--- config.mk ---
export PLATFORM = sky130hd
export DESIGN_NAME = lut_cell
export DESIGN_NICKNAME = d
export VERILOG_FILES = /design/src/rtl/lut_cell_pkg.sv /design/src/rtl/lut_cell_lut.sv /design/src/rtl/lut_cell_store.sv /design/src/rtl/lut_cell_ff.sv /design/src/rtl/lut_cell.sv
export SDC_FILE = /design/constraint.sdc
export NUM_CORES = 1
export LEC_CHECK = 0
export BUFFER_PORTS_ARGS = -buffer_cell sky130_fd_sc_hd__clkbuf_2
export CORE_MARGIN = 3
export CORE_UTILIZATION = 50
export CTS_CLUSTER_SIZE = 10
export DETAILED_ROUTE_END_ITERATION = 12
export PLACE_DENSITY = 0.72
export SYNTH_ARGS = -nofsm -noshare
export SYNTH_HDL_FRONTEND = slang
export SYNTH_SLANG_ARGS = --single-unit
--- constraint.sdc ---
create_clock -name clk -period 2.9 [get_ports clk]
set_input_delay 0.29 -clock clk [delete_from_list [all_inputs] [get_ports clk]]
set_output_delay 0.29 -clock clk [all_outputs]
set_load 0.01 [all_outputs]
--- src/rtl/lut_cell_pkg.sv ---
package lut_cell_pkg;
   // option bits at the bottom of the configuration chain, MSB first
   typedef struct packed {
      logic ram_mode;
      logic y_srval;
      logic x_srval;
      logic y_reg;
      logic y_use_h;
      logic x_reg;
      logic x_use_h;
   } cell_ctrl_t;

   localparam int CTRL_W = $bits(cell_ctrl_t);
endpackage

--- src/rtl/lut_cell_lut.sv ---
module lut_cell_lut #(
   parameter int K        = 4,
   parameter bit MUX_TREE = 1'b1
)(
   input  logic [(1<<K)-1:0] tbl,
   input  logic [K-1:0]      sel,
   output logic              y
);
   localparam int N = 1 << K;

   generate
      if (MUX_TREE) begin : g_tree
         // heap-ordered 2:1 mux tree, leaves at N-1 .. 2N-2
         logic [2*N-2:0] node;
         assign node[2*N-2:N-1] = tbl;
         for (genvar i = 0; i < N-1; i++) begin : g_node
            localparam int DEPTH = $clog2(i+2) - 1;
            assign node[i] = sel[K-1-DEPTH] ? node[2*i+2] : node[2*i+1];
         end
         assign y = node[0];
      end else begin : g_index
         assign y = tbl[sel];
      end
   endgenerate
endmodule

--- src/rtl/lut_cell_store.sv ---
module lut_cell_store import lut_cell_pkg::*; #(
   parameter int FG_K = 4,
   parameter int H_K  = 3
)(
   input  logic                 clk,
   input  logic                 rst_n,
   input  logic                 cfg_en,
   input  logic                 cfg_din,
   input  logic                 wr_en,
   input  logic [FG_K-1:0]      wr_addr,
   input  logic [1:0]           wr_data,
   output logic [(1<<FG_K)-1:0] f_tbl,
   output logic [(1<<FG_K)-1:0] g_tbl,
   output logic [(1<<H_K)-1:0]  h_tbl,
   output cell_ctrl_t           ctrl
);
   localparam int FG_N = 1 << FG_K;
   localparam int H_N  = 1 << H_K;
   localparam int H_LO = CTRL_W;
   localparam int G_LO = H_LO + H_N;
   localparam int F_LO = G_LO + FG_N;
   localparam int CW   = F_LO + FG_N;

   logic [CW-1:0] chain;

   always_ff @(posedge clk or negedge rst_n) begin
      if (!rst_n) begin
         chain <= '0;
      end else if (cfg_en) begin
         chain <= {chain[CW-2:0], cfg_din};
      end else if (wr_en) begin
         chain[F_LO + int'(wr_addr)] <= wr_data[0];
         chain[G_LO + int'(wr_addr)] <= wr_data[1];
      end
   end

   assign f_tbl = chain[F_LO +: FG_N];
   assign g_tbl = chain[G_LO +: FG_N];
   assign h_tbl = chain[H_LO +: H_N];
   assign ctrl  = cell_ctrl_t'(chain[CTRL_W-1:0]);
endmodule

--- src/rtl/lut_cell_ff.sv ---
module lut_cell_ff (
   input  logic clk,
   input  logic rst_n,
   input  logic sr,
   input  logic srval,
   input  logic ce,
   input  logic d,
   output logic q
);
   always_ff @(posedge clk or negedge rst_n) begin
      if (!rst_n)   q <= 1'b0;
      else if (sr)  q <= srval;
      else if (ce)  q <= d;
   end
endmodule

--- src/rtl/lut_cell.sv ---
module lut_cell import lut_cell_pkg::*; #(
   parameter int FG_K     = 4,
   parameter int H_K      = 3,
   parameter bit MUX_TREE = 1'b1
)(
   input  logic            clk,
   input  logic            rst_n,
   input  logic            cfg_en,
   input  logic            cfg_din,
   input  logic [FG_K-1:0] f_in,
   input  logic [FG_K-1:0] g_in,
   input  logic            h_in,
   input  logic            ce_x,
   input  logic            ce_y,
   input  logic            sr_x,
   input  logic            sr_y,
   input  logic            ram_we,
   input  logic [1:0]      ram_d,
   output logic            x_out,
   output logic            y_out
);
   localparam int FG_N = 1 << FG_K;
   localparam int H_N  = 1 << H_K;

   generate
      if (FG_K < 1 || FG_K > 6) begin : g_bad_fg
         $error("lut_cell: FG_K must lie in 1..6");
      end
      if (H_K != 3) begin : g_bad_h
         $error("lut_cell: H_K must be 3 (F, G and one extra input)");
      end
   endgenerate

   logic [FG_N-1:0] f_tbl, g_tbl;
   logic [H_N-1:0]  h_tbl;
   cell_ctrl_t      ctrl;
   logic            wr_en;
   logic [FG_K-1:0] g_addr;
   logic            f_o, g_o, h_o;
   logic [1:0]      comb, ffq, sr_v, ce_v, srval_v, reg_v;

   assign wr_en  = ctrl.ram_mode & ram_we & ~cfg_en;
   assign g_addr = ctrl.ram_mode ? f_in : g_in;

   lut_cell_store #(.FG_K(FG_K), .H_K(H_K)) u_store (
      .clk(clk), .rst_n(rst_n), .cfg_en(cfg_en), .cfg_din(cfg_din),
      .wr_en(wr_en), .wr_addr(f_in), .wr_data(ram_d),
      .f_tbl(f_tbl), .g_tbl(g_tbl), .h_tbl(h_tbl), .ctrl(ctrl)
   );

   lut_cell_lut #(.K(FG_K), .MUX_TREE(MUX_TREE)) u_f (
      .tbl(f_tbl), .sel(f_in), .y(f_o));
   lut_cell_lut #(.K(FG_K), .MUX_TREE(MUX_TREE)) u_g (
      .tbl(g_tbl), .sel(g_addr), .y(g_o));
   lut_cell_lut #(.K(H_K), .MUX_TREE(MUX_TREE)) u_h (
      .tbl(h_tbl), .sel({h_in, g_o, f_o}), .y(h_o));

   assign comb[0]    = ctrl.x_use_h ? h_o : f_o;
   assign comb[1]    = ctrl.y_use_h ? h_o : g_o;
   assign sr_v       = {sr_y, sr_x};
   assign ce_v       = {ce_y, ce_x};
   assign srval_v    = {ctrl.y_srval, ctrl.x_srval};
   assign reg_v      = {ctrl.y_reg, ctrl.x_reg};

   generate
      for (genvar i = 0; i < 2; i++) begin : g_ff
         lut_cell_ff u_ff (
            .clk(clk), .rst_n(rst_n), .sr(sr_v[i]), .srval(srval_v[i]),
            .ce(ce_v[i]), .d(comb[i]), .q(ffq[i]));
      end
   endgenerate

   assign x_out = reg_v[0] ? ffq[0] : comb[0];
   assign y_out = reg_v[1] ? ffq[1] : comb[1];
endmodule

==> results of run 1 <==
==> worst max-delay path, cell delays in order, from the launching register on <==
cell and delay [ns]:
dfrtp_1 0.43, mux4_2 0.51, mux4_2 0.52, mux4_1 0.26, nand2_1 0.08, nor2_1 0.06, o31ai_2 0.17, buf_2 0.16
==> state kept, by name (all words and copies together), names as in the netlist <==
signal and count:
g_ff.u_ff.q 2, u_store.chain 47
==> kinds of logic after synthesis <==
| family | count (synthesis) | synth area share (%) |
|---|---|---|
| xor+xnor | 2 | 0.543 |
| simple gates | 139 | 18.4 |
| flops | 49 | 38.0 |
| buf+inv | 35 | 4.70 |
| mux | 59 | 22.9 |
| compound gates | 74 | 13.9 |
| fa+ha+maj | 4 | 1.55 |
==> power groups by stage <==
stage / Sequential, mW / Combinational, mW / Clock (mW)
final: 0.935 / 0.505 / 0.439
after global placement: 0.938 / 0.473 / 0
after CTS: 0.932 / 0.494 / 0.444
after global routing: 0.953 / 0.565 / 0.476
after floorplan: 0.892 / 0.377 / 0
after detailed placement: 0.942 / 0.485 / 0
==> final cells by class <==
type / count / area [um^2]
timing repair buffer: 34 / 203
inverter: 10 / 37.5
sequential: 49 / 1230
clock inverter: 2 / 13.8
fill: 570 / 2560
tap: 75 / 93.8
clock buffer: 6 / 82.6
multi-input combinational: 278 / 1870
==> per-layer routing <==
layer  vias up  wire length, um
met5         -                0
met4         0               98
met3        13              539
met2       107             3490
met1      1323             3710
li1       1301                -
==> metrics by stage <==
stage / TNS (ns) / setup slack (ns) / util [%] / cell area, um^2 / hold WS [ns]
after global placement: 0 / 0.283 / 55.9 / 3410 / 0.446
after global routing: -0.00458 / -0.00458 / 57.9 / 3530 / 0.147
after floorplan: 0 / 0.404 / - / 3220 / -0.00559
after CTS: 0 / 0.0273 / 57.8 / 3520 / 0.110
after detailed placement: 0 / 0.232 / 55.9 / 3410 / 0.451
final: 0 / 0.110 / 57.9 / 3530 / 0.0729
==> what timing repair did <==
action,4_1_cts,5_1_grt
setup buffers,0,0
pin swaps,0,1
gates resized for setup,3,6
endpoints found under the setup margin,1,2
==> final timing paths <==
path | startpoint | end | slack (ns) | cells after the start
max in group asynchronous | rst_n | u_store.chain[27] | 2.16 | 2
worst min register to register | u_store.chain[10] | u_store.chain[11] | 0.52 | 2
min in group clk | cfg_din | u_store.chain[0] | 0.17 | 3
worst min-delay path | rst_n | u_store.chain[41] | 0.07 | 1
worst max register to register | u_store.chain[45] | g_ff[1].u_ff.q | 0.69 | 6
worst max-delay path | u_store.chain[45] | y_out | 0.11 | 7
==> placed cells by master, fill, tap and decap left out, types with 2 or more instances in the layout <==
cell type,synthesis,routed
ha_1,4,4
and2_1,4,4
and3b_1,2,2
a31oi_1,4,4
mux4_2,8,9
nand4_1,3,3
inv_1,10,10
nor3b_1,2,2
a211oi_1,2,2
nor3_1,6,6
o31ai_1,5,4
o21ai_1,5,5
nor2_1,39,39
clkbuf_8,0,6
clkbuf_2,0,20
o21ai_0,42,42
dfrtp_1,49,48
a32oi_1,2,2
mux2_2,6,6
nand3_1,6,6
buf_4,0,13
mux2i_4,0,2
nand2_1,69,69
a21oi_1,3,3
mux2i_1,41,41
nand2b_1,2,2
nor2b_1,3,3
==> run_results.csv, run 1 <==
group,metric,value,unit
run_status,status,"finished, final reports clean",
die,die_area,0.00745,mm^2
drt,vias,2744,
clocking,cts_sinks,49,
power_and_ir_drop,clkPwrFrac,23.4,%
die,core_area,0.00610,mm^2
global_routing,use_met2,34.8,%
drt,drc,0,
power_and_ir_drop,combPwrFrac,26.9,%
placed_design,placedCellCount,446,
setup_path,start_kind,"flop",
placed_design,hpwl,5750,um
drt,drt_pass1_iterations,5,
setup_path,critical_path_arrival,2.50,ns
global_routing,track_usage,22.7,%
power_and_ir_drop,leakagePower,1.43,nW
synthesis,synth_cell_type_count,46,
clocking,clockRootBuffer,"clkbuf_8",
setup_path,cp_max_fo,3,
power_and_ir_drop,ir_drop,0.000321,V
synthesis,yosysWarnings,0,
global_routing,grt_util_met1,32.9,%
synthesis,synth_common_cells,"nand2_1 (69), dfrtp_1 (49), o21ai_0 (42), mux2i_1 (41), nor2_1 (39)",
layout,syn2layout_area_growth,9.51,%
synthesis,ys.flop_type,"dfrtp_1",
synthesis,netlist_area,0.00322,mm^2
synthesis,async_flop_share,100,%
power_and_ir_drop,power,1.88,mW
synthesis,synth.top_cell.area_share,38.0,%
synthesis,synthMostInstantiatedCell,"nand2_1",
synthesis,synth.area.top_cells,"dfrtp_1 (38%), mux2i_1 (13%), nand2_1 (8.0%)",
sta,clock.fmax,358,MHz
clocking,clk_path_buf_depth,2,
die,rows,28,
synthesis,synth_top_area_cell,"dfrtp_1",
setup_path,cp.required,2.61,ns
power_and_ir_drop,switching_share,33.8,%
global_routing,grt_max_degree,50,
sta,rsz0062_at_grt,"yes",
power_and_ir_drop,internal-power,1.24,mW
setup_path,end_kind,"primary output",
synthesis,syn_nets,386,
sta,period_minus_slack,2.79,ns
die,die_h,86.3,um
drt,routed_wl,7840,um
power_and_ir_drop,p_per_area,532,mW/mm^2
global_routing,grt_pass1_wl,13200,um
synthesis,avgSynthCellArea,8.91,um^2
clocking,cts_tree,"yes",
clocking,clk_pin_slew,0.10,ns
power_and_ir_drop,p_switching,634,uW
synthesis,syn_inst,362,
placed_design,portBuffers,21,
sta,fin_crit_sh,96.2,%
drt,routedWlPerCell,17.3,um
die,die_w,86.3,um
synthesis,synth-seq-area-share,38.0,%
die,initial_core_util,52.9,%
placed_design,routabilityCongestion,0.879,
sta,slew_headroom,41.3,%
sta,finalSetupViolCount,0,
clocking,clock_latency,0.32,ns
global_routing,antenna_found_initial,0,
sta,fin_skew,0.0177,ns
sta,report.final.slew_viol_count,0,
min_path,holdCritPathClass,"input pin to async pin",
run,max_cap_viol_count,0,
drt,via_per_inst,6.04,
synthesis,synth-edff-count,0,
layout,drive_gt1_share,17.2,%
synthesis,ys_seq_elements,49,
power_and_ir_drop,seqPwrFrac,49.8,%
global_routing,globalRouteOverflowTotal,0,
global_routing,use_met3,4.47,%
clocking,cts-htree-levels,2,
global_routing,grt_pass1_vias,2546,
clocking,numCtsBuffers,5,
global_routing,top_usage_layer,"met2",
layout,finalNonFillerCells,454,
sta,max_slew.worst_pin.slew,0.880,ns
clocking,hold_buffers,0,
drt,postRouteAntennaNets,0,
layout,final_nets,402,
setup_path,critical_path_class,"flop to primary output",
layout,diodes,0,
die,ios,22,
sta,hold_viol_final,0,
drt,dr.first_iter.drc_count,237,
(Power assumes the default switching activity.)
==> run 2, diff against run 1 <==
--- a/config.mk
+++ b/config.mk
@@ -11,6 +11,8 @@
 export CTS_CLUSTER_SIZE = 10
 export DETAILED_ROUTE_END_ITERATION = 12
 export PLACE_DENSITY = 0.72
+export REMOVE_ABC_BUFFERS = 1
 export SYNTH_ARGS = -nofsm -noshare
 export SYNTH_HDL_FRONTEND = slang
+export SYNTH_HIERARCHICAL = 1
 export SYNTH_SLANG_ARGS = --single-unit
==> run 2 against run 1 <==
- the run now ends with negative setup slack left
- design area rose by 7.4%
- first-iteration DRC count rose by 53%
- fmax fell by 12%
- largest cell class unchanged
==> run_results.csv, run 2 <==
group,metric,value,unit
run_status,status,"complete, but fails checks",
run_status,violations,"negative setup slack",
global_routing,grt_pass1_vias,2824,
clocking,cts-htree-levels,2,
layout,finalNonFillerCells,456,
synthesis,synth-edff-count,0,
drt,via_per_inst,6.47,
synthesis,yosysWarnings,6,
layout,regMostFlops,"u_store/chain",
synthesis,synth_fa_ha_area_share,1.82,%
layout,drive_gt1_share,23.7,%
sta,fin_ws,-0.265,ns
setup_path,cp.required,2.61,ns
clocking,numCtsBuffers,5,
setup_path,critical_path_arrival,2.87,ns
die,die_w,88.9,um
clocking,clk_pin_slew,0.10,ns
synthesis,syn_inst,348,
layout,reg_top3,"u_store/chain: 47 flops, g_ff.u_ff/q: 2 flops",
synthesis,synth_cell_type_count,52,
synthesis,synth_top_area_cell,"dfrtp_1",
layout,final_nets,403,
layout,fin_area,0.00379,mm^2
setup_path,worstPathCellList,"mux4_2 -> mux2i_1 -> mux2i_2 -> mux4_2 -> mux2_4 -> mux2_4 -> mux2_2 -> clkbuf_2",
sta,max_slew.worst_pin.slew,0.996,ns
synthesis,synth.area.top_cells,"dfrtp_1 (36%), mux2i_1 (7.9%), mux4_1 (7.6%)",
global_routing,grt_pass1_wl,14000,um
placed_design,placed_area,0.00368,mm^2
synthesis,synth-seq-area-share,35.7,%
synthesis,async_flop_share,100,%
synthesis,ys_seq_elements,49,
placed_design,hpwl,6140,um
clocking,clock_latency,0.32,ns
sta,clock.fmax,316,MHz
setup_path,critical_path_class,"flop to primary output",
die,die_area,0.00790,mm^2
synthesis,synth_compound_area_share,18.9,%
placed_design,portBuffers,21,
run,max_cap_viol_count,0,
setup_path,max_stage_delay,0.46,ns
global_routing,antenna_found_initial,0,
setup_path,cp_slowest_cell,"mux4_2",
drt,routedWlPerCell,19.0,um
drt,routed_wl,8680,um
sta,period_minus_slack,3.16,ns
clocking,cts_tree,"yes",
synthesis,netlist_area,0.00344,mm^2
synthesis,synth_mux_area_share,20.6,%
die,rows,29,
die,initial_core_util,52.9,%
synthesis,ys.flop_type,"dfrtp_1",
setup_path,cp_max_fo,3,
power_and_ir_drop,leakagePower,1.73,nW
drt,dr.first_iter.drc_count,362,
sta,fin_crit_sh,109,%
placed_design,routabilityCongestion,0.894,
global_routing,globalRouteOverflowTotal,0,
drt,vias,2950,
clocking,clockRootBuffer,"clkbuf_8",
synthesis,synth.top_cell.area_share,35.7,%
drt,drc,0,
placed_design,placedCellCount,445,
setup_path,end_kind,"primary output",
die,core_area,0.00649,mm^2
layout,largest_register_ffs,47,
synthesis,synth-simple-area-share,17.4,%
synthesis,synthMostInstantiatedCell,"dfrtp_1",
setup_path,start_kind,"flop",
sta,report.final.slew_viol_count,0,
synthesis,synth_top_family_by_area,"multiplexers",
clocking,clk_path_buf_depth,2,
sta,hold_ws,0.0542,ns
synthesis,synth_common_cells,"dfrtp_1 (49), nand2_1 (30), o21ai_0 (30), mux2i_1 (27), nor2b_1 (24)",
synthesis,avgSynthCellArea,9.88,um^2
die,ios,22,
power_and_ir_drop,ir_drop,0.000325,V
sta,finalSetupViolCount,2,
layout,diodes,0,
clocking,cts_sinks,49,
sta,fin_skew,0.00991,ns
die,die_h,88.9,um
global_routing,track_usage,23.3,%
synthesis,synth_xor_area_share,0.728,%
layout,final_cell_mix,"dfrtp_1 (49), nand2_1 (30), o21ai_0 (30)",
drt,drt_pass1_iterations,5,
sta,rsz0062_at_grt,"yes",
layout,syn2layout_area_growth,10.4,%
sta,hold_viol_final,0,
min_path,holdCritPathClass,"input pin to async pin",
drt,postRouteAntennaNets,0,
power_and_ir_drop,p_per_area,512,mW/mm^2
sta,slew_headroom,33.1,%
global_routing,grt_max_degree,58,
layout,final_common_cell,"dfrtp_1",
==> run 2: changes by cell type in the layout (fill, tap and decap cells not counted), moves of 5 or more <==
| cell | before | now |
|---|---|---|
| nand4_1 | 3 | 14 |
| inv_1 | 10 | 5 |
| nor2b_1 | 3 | 24 |
| nand2_1 | 69 | 30 |
| buf_4 | 13 | 29 |
| nand3_1 | 6 | 11 |
| o21ai_0 | 42 | 30 |
| a21oi_1 | 3 | 23 |
| mux2_2 | 6 | 11 |
| nor2_1 | 39 | 5 |
| mux2i_1 | 41 | 25 |
==> run 2: report_power, final <==
group	switching [mW]	leakage, nW	internal (mW)
logic	0.286	1.08	0.319
registers	0.0987	0.598	0.803
clock network	0.263	0.0447	0.175
==> run 2: through the flow <==
step / power, mW / utilization, % / TNS, ns / worst slack (ns)
2_1_floorplan: 1.24 / - / 0 / 0.247
3_3_place_gp: 1.46 / 56.7 / -0.209 / -0.105
3_5_place_dp: 1.48 / 56.7 / -0.280 / -0.141
4_1_cts: 1.95 / 58.2 / -0.556 / -0.280
5_1_grt: 2.07 / 58.4 / -0.728 / -0.367
6_report: 1.94 / 58.4 / -0.529 / -0.265
==> run 2: what timing repair did <==
item,in CTS,in global routing
hold buffers,0,0
gates resized for setup,10,0
buffers inserted,1,2
hold endpoints to repair,0,0
endpoints found under the setup margin,2,2
==> run 2: metal layers <==
layer	GRT usage (%)	wire length (um)
met5	0	0
met4	8.65	171
met3	4.24	487
met2	36.2	4000
met1	32.6	4020
==> run 2: kinds of logic (layout without fill, tap and decap cells) <==
group,count (synthesis),in the layout
compound gates,98,98
xor+xnor,2,2
mux,52,52
simple gates,110,110
fa+ha+maj,5,5
buf+inv,32,63
flops,49,49
==> run 2: final timing paths <==
check | startpoint | depth (start not counted) | end | slack, ns
hold reg to reg | u_store/chain[11] | 2 | u_store/chain[12] | 0.52
hold / removal | rst_n | 2 | u_store/chain[17] | 0.05
setup reg to reg | u_store/chain[35] | 8 | g_ff[1].u_ff/q | 0.41
setup / recovery | u_store/chain[35] | 8 | x_out | -0.26
min in group clk | sr_x | 2 | g_ff[0].u_ff/q | 0.14
max in group asynchronous | rst_n | 2 | u_store/chain[38] | 2.41
==> run 2: layout make-up <==
cell class	count	area, um^2
fillers	572	2700
multi-input cells	267	2040
flip-flops and latches	49	1230
repair buffers	50	323
well taps	77	96.3
clock buffers	5	68.8
clock inverters	3	25.0
inverters	5	18.8
==> run 2: critical path: cells and delay by family, from the launching register on <==
kind                   cells  cell delay (ns)
DFF                        1             0.41
muxes                      7             2.01
buffers and inverters      1             0.12
==> run 3, diff against run 2 <==
--- a/config.mk
+++ b/config.mk
@@ -10,7 +10,7 @@
 export CORE_UTILIZATION = 50
 export CTS_CLUSTER_SIZE = 10
 export DETAILED_ROUTE_END_ITERATION = 12
-export PLACE_DENSITY = 0.72
+export PLACE_DENSITY = 0.65
 export REMOVE_ABC_BUFFERS = 1
 export SYNTH_ARGS = -nofsm -noshare
 export SYNTH_HDL_FRONTEND = slang
==> run 3 against run 2 <==
- the flow still finishes with violations (negative setup slack)
- core utilization grew 1.0 points
- worst hold slack improved by 0.10 ns
- clock-buffer cell count did not move
- critical endpoint is now y_out
- largest power group unchanged
==> run_results.csv, run 3 (synthesis results as in run 2) <==
group,metric,value,unit
layout,fin_util,59.4,%
sta,finalSetupViolCount,2,
layout,multi_input_area,0.00205,mm^2
clocking,clock_latency,0.31,ns
layout,largest_register_ffs,47,
power_and_ir_drop,ir_drop,0.000263,V
die,die_area,0.00790,mm^2
sta,hold_viol_final,0,
layout,reg_top3,"u_store/chain: 47 flops, g_ff.u_ff/q: 2 flops",
drt,drc,0,
die,core_area,0.00649,mm^2
drt,postRouteAntennaNets,0,
run_status,violations,"negative setup slack",
setup_path,max_stage_delay,0.50,ns
layout,final_cell_mix,"dfrtp_1 (49), buf_4 (31), nand2_1 (30), o21ai_0 (30)",
global_routing,grt_pass1_vias,2808,
setup_path,cpLargestDelayFamily,"multiplexers",
layout,nFillCells,569,
sta,clock.fmax,307,MHz
setup_path,worst-path-buf-inv,1,
sta,report.final.slew_viol_count,0,
sta,tns,-0.709,ns
setup_path,start_kind,"flop",
setup_path,cp.required,2.61,ns
placed_design,routabilityCongestion,0.830,
die,die_h,88.9,um
drt,drt_pass1_iterations,5,
min_path,holdCritPathClass,"input pin to flop",
layout,final_common_cell,"dfrtp_1",
clocking,cts-htree-levels,2,
setup_path,critical_path_arrival,2.97,ns
clocking,clk_pin_slew,0.10,ns
placed_design,hpwl,6270,um
power_and_ir_drop,seqPwrFrac,44.2,%
sta,fin_crit_sh,112,%
power_and_ir_drop,p_per_area,528,mW/mm^2
sta,fin_ws,-0.360,ns
power_and_ir_drop,clkPwrFrac,24.8,%
setup_path,critical_path_class,"flop to primary output",
drt,dr.first_iter.drc_count,292,
layout,diodes,0,
power_and_ir_drop,power,2.04,mW
drt,via_per_inst,6.40,
run,max_cap_viol_count,0,
global_routing,grt_max_degree,48,
setup_path,end_kind,"primary output",
setup_path,cp_max_fo,3,
sta,hold_ws,0.159,ns
sta,slew_headroom,38.5,%
die,ios,22,
clocking,clockRootBuffer,"clkbuf_8",
power_and_ir_drop,combPwrFrac,31.0,%
clocking,numCtsBuffers,5,
sta,fin_skew,0.0109,ns
layout,drive_gt1_share,24.3,%
global_routing,antenna_found_initial,0,
drt,vias,2936,
layout,final_nets,406,
global_routing,track_usage,23.3,%
die,rows,29,
drt,routed_wl,8780,um
sta,rsz0062_at_grt,"yes",
setup_path,cp_slowest_cell,"mux4_2",
run_status,status,"complete, but fails checks",
clocking,cts_sinks,49,
sta,max_slew.worst_pin.slew,0.916,ns
die,die_w,88.9,um
setup_path,worstPathCellList,"mux4_2 -> mux2i_2 -> mux2i_4 -> mux4_2 -> mux2_4 -> mux2_4 -> mux2_2 -> buf_6",
layout,regMostFlops,"u_store/chain",
power_and_ir_drop,switching_share,31.4,%
layout,syn2layout_area_growth,12.3,%
layout,seq_area,0.00123,mm^2
placed_design,portBuffers,21,
setup_path,r2r_setup_slack,0.33,ns
power_and_ir_drop,internal-power,1.40,mW
global_routing,grt_pass1_wl,14300,um
die,initial_core_util,52.9,%
drt,routedWlPerCell,19.1,um
clocking,cts_tree,"yes",
sta,period_minus_slack,3.26,ns
global_routing,globalRouteOverflowTotal,0,
power_and_ir_drop,p_switching,640,uW
power_and_ir_drop,leakagePower,1.75,nW
clocking,clk_path_buf_depth,2,
==> run 3: cell count changes in the layout (fill, tap and decap cells not counted) <==
cell / change
bufinv_16: +1
clkbuf_2: -1
mux2i_1: -1
dlygate4sd3_1: +1
buf_6: +1
mux2i_4: +1
buf_4: +2
inv_6: -1
==> run 3: per-stage QoR <==
stage               setup slack [ns]  area (um^2)  cells
finish                        -0.360         3860    459
global placement             -0.0960         3670    443
CTS                           -0.332         3810    456
detailed placement            -0.194         3670    443
global route                  -0.438         3860    459
floorplan                      0.247         3290    321
==> run 3: layout make-up <==
cell class,instances,share of cell area [%]
multi-input combinational,267,53.1
tap,77,2.50
timing repair buffer,53,9.18
clock buffer,5,1.78
sequential,49,31.8
inverter,5,0.486
clock inverter,3,1.20
==> run 3: worst paths after layout <==
kind	from	endpoint	cells past startpoint
min in group asynchronous	rst_n	u_store/chain[20]	2
hold reg to reg	u_store/chain[3]	u_store/chain[4]	2
max in group asynchronous	rst_n	u_store/chain[12]	3
hold / removal	sr_y	g_ff[1].u_ff/q	2
setup / recovery	u_store/chain[38]	y_out	8
setup reg to reg	u_store/chain[38]	g_ff[0].u_ff/q	8
==> run 3: timing repair <==
action | in CTS | in global routing
endpoints found under the setup margin | 2 | 2
gates resized for setup | 6 | 8
hold buffers | 1 | 0
cloned | 0 | 0
pin swaps | 0 | 0
setup buffers | 4 | 3
endpoints found under the hold margin | 22 | 0
==> run 3: layer usage <==
layer | vias up | GRT usage, % | share of wire, %
met4 | 0 | 5.49 | 1.0
met2 | 118 | 36.4 | 47
li1 | 1373 | - | -
met5 | - | 0 | 0
met1 | 1435 | 33.6 | 46
met3 | 10 | 4.42 | 5.8
==> run 3: power by group through the flow <==
stage / clock [mW] / sequential, mW / combinational, mW
floorplan: 0 / 0.877 / 0.362
global placement: 0 / 0.908 / 0.553
detailed placement: 0 / 0.912 / 0.568
CTS: 0.521 / 0.899 / 0.593
global route: 0.544 / 0.916 / 0.692
finish: 0.505 / 0.900 / 0.631
